==> src/rtl/bus_timer_pkg.sv <==
// Package: shared types for the bus cycle timer.
// Assumes: one controller phase is active at a time.
package bus_timer_pkg;

    typedef enum logic [1:0] {
        PH_IDLE   = 2'd0,
        PH_STROBE = 2'd1,
        PH_FLOAT  = 2'd2
    } phase_t;

    // Largest wait count the decoder can produce
    localparam int unsigned WAIT_MAX = 3;

endpackage

==> src/rtl/bt_wait_decode.sv <==
// Module: bt_wait_decode
// Turns the static configuration bits and per-access flags into a wait count
// and a decision on whether a float period follows the strobe.
// Assumes: configuration is stable while an access is being started.
module bt_wait_decode #(
    parameter int CNT_W = 2
) (
    input  logic             region_sel,
    input  logic             cyc_read,
    input  logic             cfg_float_n,
    input  logic [1:0]       cfg_wsel_n,
    output logic [CNT_W-1:0] wait_cnt,
    output logic             float_take
);

    // Wait count selection: restricted set when float extension is on
    always_comb begin
        if (!region_sel) begin
            wait_cnt = '0;
        end else if (cfg_float_n) begin
            wait_cnt = CNT_W'(2'd3 - cfg_wsel_n);
        end else begin
            wait_cnt = cfg_wsel_n[1] ? CNT_W'(1) : CNT_W'(3);
        end
    end

    // Float period only after reads in the region with extension enabled
    always_comb float_take = region_sel && cyc_read && !cfg_float_n;

endmodule

==> src/rtl/bt_down_counter.sv <==
// Module: bt_down_counter
// Loadable down-counter that stops at zero; times both strobe and float phases.
// Assumes: load takes priority over decrement.
module bt_down_counter #(
    parameter int CNT_W = 2
) (
    input  logic             clk,
    input  logic             rst_n,
    input  logic             load,
    input  logic [CNT_W-1:0] load_val,
    input  logic             dec,
    output logic             is_zero
);

    logic [CNT_W-1:0] cnt_q;

    // Count register: load, decrement toward zero, or hold
    always_ff @(posedge clk) begin
        if (!rst_n) begin
            cnt_q <= '0;
        end else if (load) begin
            cnt_q <= load_val;
        end else if (dec && (cnt_q != '0)) begin
            cnt_q <= cnt_q - 1'b1;
        end
    end

    // Zero flag for the controller
    always_comb is_zero = (cnt_q == '0);

endmodule

==> src/rtl/bt_phase_ctrl.sv <==
// Module: bt_phase_ctrl
// Sequences idle, strobe and float phases and produces the completion pulse.
// Assumes: FLOAT_CYCLES >= 1; the counter reports zero one cycle after loading zero.
module bt_phase_ctrl
    import bus_timer_pkg::*;
#(
    parameter int FLOAT_CYCLES = 1,
    parameter int CNT_W        = 2
) (
    input  logic             clk,
    input  logic             rst_n,
    input  logic             cyc_start,
    input  logic [CNT_W-1:0] wait_cnt,
    input  logic             float_take,
    input  logic             cnt_zero,
    output logic             cnt_load,
    output logic [CNT_W-1:0] cnt_load_val,
    output logic             cnt_dec,
    output logic             strobe_en,
    output logic             addr_drv_en,
    output logic             cyc_done
);

    localparam logic [CNT_W-1:0] FLOAT_RELOAD = CNT_W'(FLOAT_CYCLES - 1);

    phase_t phase_q, phase_d;
    logic   float_q, float_d;
    logic   done_d;

    // Next phase, counter control and completion decision
    always_comb begin
        phase_d      = phase_q;
        float_d      = float_q;
        done_d       = 1'b0;
        cnt_load     = 1'b0;
        cnt_load_val = '0;
        cnt_dec      = 1'b0;
        case (phase_q)
            PH_IDLE: begin
                if (cyc_start) begin
                    phase_d      = PH_STROBE;
                    float_d      = float_take;
                    cnt_load     = 1'b1;
                    cnt_load_val = wait_cnt;
                end
            end
            PH_STROBE: begin
                if (!cnt_zero) begin
                    cnt_dec = 1'b1;
                end else if (float_q) begin
                    phase_d      = PH_FLOAT;
                    cnt_load     = 1'b1;
                    cnt_load_val = FLOAT_RELOAD;
                end else begin
                    phase_d = PH_IDLE;
                    done_d  = 1'b1;
                end
            end
            PH_FLOAT: begin
                if (!cnt_zero) begin
                    cnt_dec = 1'b1;
                end else begin
                    phase_d = PH_IDLE;
                    done_d  = 1'b1;
                end
            end
            default: phase_d = PH_IDLE;
        endcase
    end

    // State, float decision and completion pulse registers
    always_ff @(posedge clk) begin
        if (!rst_n) begin
            phase_q  <= PH_IDLE;
            float_q  <= 1'b0;
            cyc_done <= 1'b0;
        end else begin
            phase_q  <= phase_d;
            float_q  <= float_d;
            cyc_done <= done_d;
        end
    end

    // Bus enables decoded from the registered phase
    always_comb begin
        strobe_en   = (phase_q == PH_STROBE);
        addr_drv_en = (phase_q != PH_FLOAT);
    end

endmodule

==> src/rtl/bus_cycle_timer.sv <==
// Module: bus_cycle_timer (top)
// Times one external bus access: strobe stretch from the wait-select field
// and an optional float gap after reads in the configured region.
// Assumes: configuration inputs are static; cyc_start is ignored while busy.
module bus_cycle_timer
    import bus_timer_pkg::*;
#(
    parameter int FLOAT_CYCLES = 1
) (
    input  logic       clk,
    input  logic       rst_n,
    input  logic       cyc_start,
    input  logic       cyc_read,
    input  logic       region_sel,
    input  logic       cfg_float_n,
    input  logic [1:0] cfg_wsel_n,
    output logic       strobe_en,
    output logic       addr_drv_en,
    output logic       cyc_done
);

    localparam int CNT_MAX = (FLOAT_CYCLES > int'(WAIT_MAX)) ? FLOAT_CYCLES : int'(WAIT_MAX);
    localparam int CNT_W   = $clog2(CNT_MAX + 1);

    logic [CNT_W-1:0] wait_cnt;
    logic             float_take;
    logic             cnt_load;
    logic [CNT_W-1:0] cnt_load_val;
    logic             cnt_dec;
    logic             cnt_zero;

    bt_wait_decode #(.CNT_W(CNT_W)) i_decode (
        .region_sel  (region_sel),
        .cyc_read    (cyc_read),
        .cfg_float_n (cfg_float_n),
        .cfg_wsel_n  (cfg_wsel_n),
        .wait_cnt    (wait_cnt),
        .float_take  (float_take)
    );

    bt_down_counter #(.CNT_W(CNT_W)) i_counter (
        .clk      (clk),
        .rst_n    (rst_n),
        .load     (cnt_load),
        .load_val (cnt_load_val),
        .dec      (cnt_dec),
        .is_zero  (cnt_zero)
    );

    bt_phase_ctrl #(.FLOAT_CYCLES(FLOAT_CYCLES), .CNT_W(CNT_W)) i_ctrl (
        .clk          (clk),
        .rst_n        (rst_n),
        .cyc_start    (cyc_start),
        .wait_cnt     (wait_cnt),
        .float_take   (float_take),
        .cnt_zero     (cnt_zero),
        .cnt_load     (cnt_load),
        .cnt_load_val (cnt_load_val),
        .cnt_dec      (cnt_dec),
        .strobe_en    (strobe_en),
        .addr_drv_en  (addr_drv_en),
        .cyc_done     (cyc_done)
    );

endmodule

==> config.mk <==
export PLATFORM = sky130hd
export DESIGN_NAME = bus_cycle_timer
export DESIGN_NICKNAME = d
export VERILOG_FILES = /design/src/rtl/bus_timer_pkg.sv /design/src/rtl/bt_wait_decode.sv /design/src/rtl/bt_down_counter.sv /design/src/rtl/bt_phase_ctrl.sv /design/src/rtl/bus_cycle_timer.sv
export SDC_FILE = /design/constraint.sdc
export NUM_CORES = 1
export LEC_CHECK = 0
export ABC_AREA = 1
export BUFFER_PORTS_ARGS = -buffer_cell sky130_fd_sc_hd__buf_4
export CAP_MARGIN = 0
export CORE_AREA = 2 2 39 41
export DETAILED_ROUTE_END_ITERATION = 8
export DIE_AREA = 0 0 41 43
export PLACE_DENSITY = 0.63
export SKIP_LAST_GASP = 1
export SYNTH_ARGS = -nofsm -noshare
export SYNTH_HDL_FRONTEND = slang
export SYNTH_SLANG_ARGS = --single-unit
export TNS_END_PERCENT = 50
==> constraint.sdc <==
create_clock -name clk -period 1.4 [get_ports clk]
set_input_delay 0.28 -clock clk [delete_from_list [all_inputs] [get_ports clk]]
set_output_delay 0.28 -clock clk [all_outputs]
set_load 0.01 [all_outputs]
==> impl_results.md <==
- Worst setup path endpoint: addr_drv_en
- Max Cap Viol: 0
- Clock Tree Buf Depth: 2
- Clock Skews: 0.000457 ns
- Die ar.: 1760 µm²
- Filler cells: 156
- Relative slew margins: 86.5%
- CP max stage delay: 0.32 ns
- Crit-path cells: inv_1 > ha_1 > inv_1 > buf_4
- Post-Syn Instances: 60
- Total track usage: 10.7%
- Area Growth Syn to Fin: 29.0%
- Worst path most repeated cell: inv_1
- PD cells: 1920 nW/µm²
- Crit Path Max Fanout: 3
- Number of global-route vias before repair: 359
- CTS Root Cell: clkbuf_4
- # diodes: 0
- LEAKAGE: 0.266 nW
- Sequential share of the synthesized area: 28.7%
- Comb pwr share: 58.7%
- Fin crit share: 96.9%
- CP Launch Point: i_ctrl.phase_q[0]$_SDFFE_PN0P_
- DR pass1 iterations: 1
- Post-layout min period: 1.36 ns
- Register Area: 121 µm²
- Worst hold path class: input port to register
- Fin area: 541 µm²
- WL met3: 56 µm
- Clock Power Share: 15.6%
- Worst-Margin Slew: 0.202 ns
- Final Hold Viols: 0
- Die height: 43 µm
- Detailed placement HPWL: 659 µm
- RSZ-0062 raised after global routing: yes
- Largest area contributor in the synthesized netlist: dfxtp_1
- # clock sinks: 6
- Mapped Nets: 73
- Fin Setup TNS: 0 ns
- I/O pin count: 11
- Max H-tree Level: 1
- First-pass GRT wire length: 1300 µm
- Sequential share of power: 25.7%
- Max Slew Vio Count: 0
- DRT iter0 DRCs: 0
- Area of the multi-input gates: 256 µm²
- Dpl cell area: 514 µm²
- Worst setup margin: 0.0435 ns
- Crit. End Element: primary output
- DP Worst Slack: 0.159 ns
- WL met2: 334 µm
- Switching Power: 0.451 mW
- Synth top area share: 28.7%
- # nets final: 88
- Worst Path Required: 1.12 ns
- Synth Register Bits: 6
- Layout cells sized above 1: 30.1%
- Mapped Area: 419 µm²
- Max VDD drop: 0.000512 V
- Post-synthesis cell type count: 18
- Synth warnings: 0
- Vias: 400
- Drt wl/cell: 8.79 µm
- Area contributors post-synth: dfxtp_1 (29%), ha_1 (15%), nand2_1 (13%), inv_1 (9.0%), nand3_1 (7.2%)
- Vias/cell: 4.49
- Worst-Skew Late Latency: 0.24 ns
- Grt total ovfl: 0
- Detailed Route WL: 782 µm
- Post-route DRC: 0
- Setup crit start kind: register
- Critical Path AT: 1.08 ns
- FP Rows: 14
- FF-to-FF Start: i_ctrl.phase_q[1]$_SDFFE_PN0P_
- Gpl congestion: 0.715
- PortBufs: 10
- DR top layer: met4
- Core Box Area: 1380 µm²
- Clk pin slew, worst setup/hold paths: 0.05 ns
- Commonest non-fill, non-tap cell in the layout: nand2_1
- Initial Util: 30.3%
- Final setup violation count: 0
- Initial antenna violation count: 0
- Largest net degree at the start of global routing: 7
- Post-route ant nets: 0
- Crit Path Class: register to primary output
- R2r setup slk: 0.21 ns
- FMAX: 737 MHz
- Status: finished, final reports clean
- Internal power: 0.587 mW
- Commonest cells after routing, fill and taps aside: nand2_1 (14), inv_1 (10), buf_4 (10)
- Avg Cell Area, Syn: 6.99 µm²
- Reg2Reg Depth: 6
- Crit-path slowest cell: dfxtp_2
- Die width: 41 µm
- Worst r2r dst: i_ctrl.phase_q[0]$_SDFFE_PN0P_
- CTS buffer count: 3
- CTS tree: built
- Routed met1 length: 373 µm
- Sw frac: 43.5%
repair_timing:
item | 4_1_cts | 5_1_grt
endpoints found under the setup margin | 1 | 2
hold buffers | 0 | 0
resized for setup | 1 | 1
setup buffers | 0 | 0
cell usage after synthesis:
cell	n
a211oi_1	1
a21boi_1	1
a21oi_1	2
clkinv_1	1
dfxtp_1	6
ha_1	5
inv_1	10
inv_2	1
nand2_1	14
nand2_2	1
nand3_1	6
nand3_2	1
nand3b_1	1
nand4_1	2
nor2_1	4
nor2_2	2
nor2_4	1
o21ai_2	1
metal layers:
layer | up-vias | global-route usage, %
li1 | 219 | -
met1 | 167 | 12.8
met2 | 12 | 16.3
met3 | 2 | 1.57
met4 | 0 | 8.00
met5 | - | 0
power groups by stage:
| stage | clock network (mW) | logic [mW] | registers (mW) |
|---|---|---|---|
| after floorplan | 0 | 0.465 | 0.261 |
| after global placement | 0 | 0.600 | 0.265 |
| after detailed placement | 0 | 0.607 | 0.266 |
| after CTS | 0.166 | 0.614 | 0.265 |
| after global routing | 0.174 | 0.700 | 0.274 |
| final | 0.162 | 0.609 | 0.267 |
area by class of cell:
type	instances	share of cell area [%]
Multi-Input combinational cell	42	47.5
Sequential cell	6	22.5
Timing Repair Buffer	10	13.9
Inverter	12	8.33
Clock buffer	3	4.17
Tap cell	16	3.70
cells by family after synthesis:
kind of cell	share of synthesized area (%)
adder cells (fa/ha/maj)	14.9
buffers and inverters	10.7
AND/OR/NAND/NOR	37.6
AO/OA/AOI/OAI	8.06
flip-flops	28.7
sequential cells by signal, indices dropped and copies added, names as in the netlist:
register and flops:
i_ctrl.phase_q 2, i_ctrl.cyc_done 1, i_ctrl.float_q 1, i_counter.cnt_q 2
worst max-delay path, delay by kind of cell, from the launching register on:
kind	cells	cell delay [ns]
DFF	1	0.32
adders and majority gates	1	0.21
buffers and inverters	3	0.30
worst min-delay path by stage:
| stage | from | depth (start not counted) | endpoint | slack [ns] |
|---|---|---|---|---|
| detailed placement | i_ctrl.phase_q[1]$_SDFFE_PN0P_ | 2 | i_ctrl.phase_q[1]$_SDFFE_PN0P_ | 0.52 |
| floorplan | rst_n | 2 | i_ctrl.phase_q[1]$_SDFFE_PN0P_ | 0.40 |
| finish | rst_n | 3 | i_ctrl.phase_q[0]$_SDFFE_PN0P_ | 0.31 |
| CTS | rst_n | 3 | i_ctrl.phase_q[1]$_SDFFE_PN0P_ | 0.31 |
| global route | rst_n | 3 | i_ctrl.phase_q[1]$_SDFFE_PN0P_ | 0.32 |
| global placement | i_ctrl.float_q$_SDFFE_PN0P_ | 2 | i_ctrl.float_q$_SDFFE_PN0P_ | 0.51 |
through the flow:
step | power, mW | cells | utilization (%) | hold slack [ns]
after floorplan | 0.726 | 60 | - | 0.401
after global placement | 0.865 | 86 | 37.2 | 0.509
after detailed placement | 0.873 | 86 | 37.2 | 0.520
after CTS | 1.05 | 89 | 39.0 | 0.311
after global routing | 1.15 | 89 | 39.1 | 0.325
final | 1.04 | 89 | 39.1 | 0.308
Power figures use the tool's default switching activity.
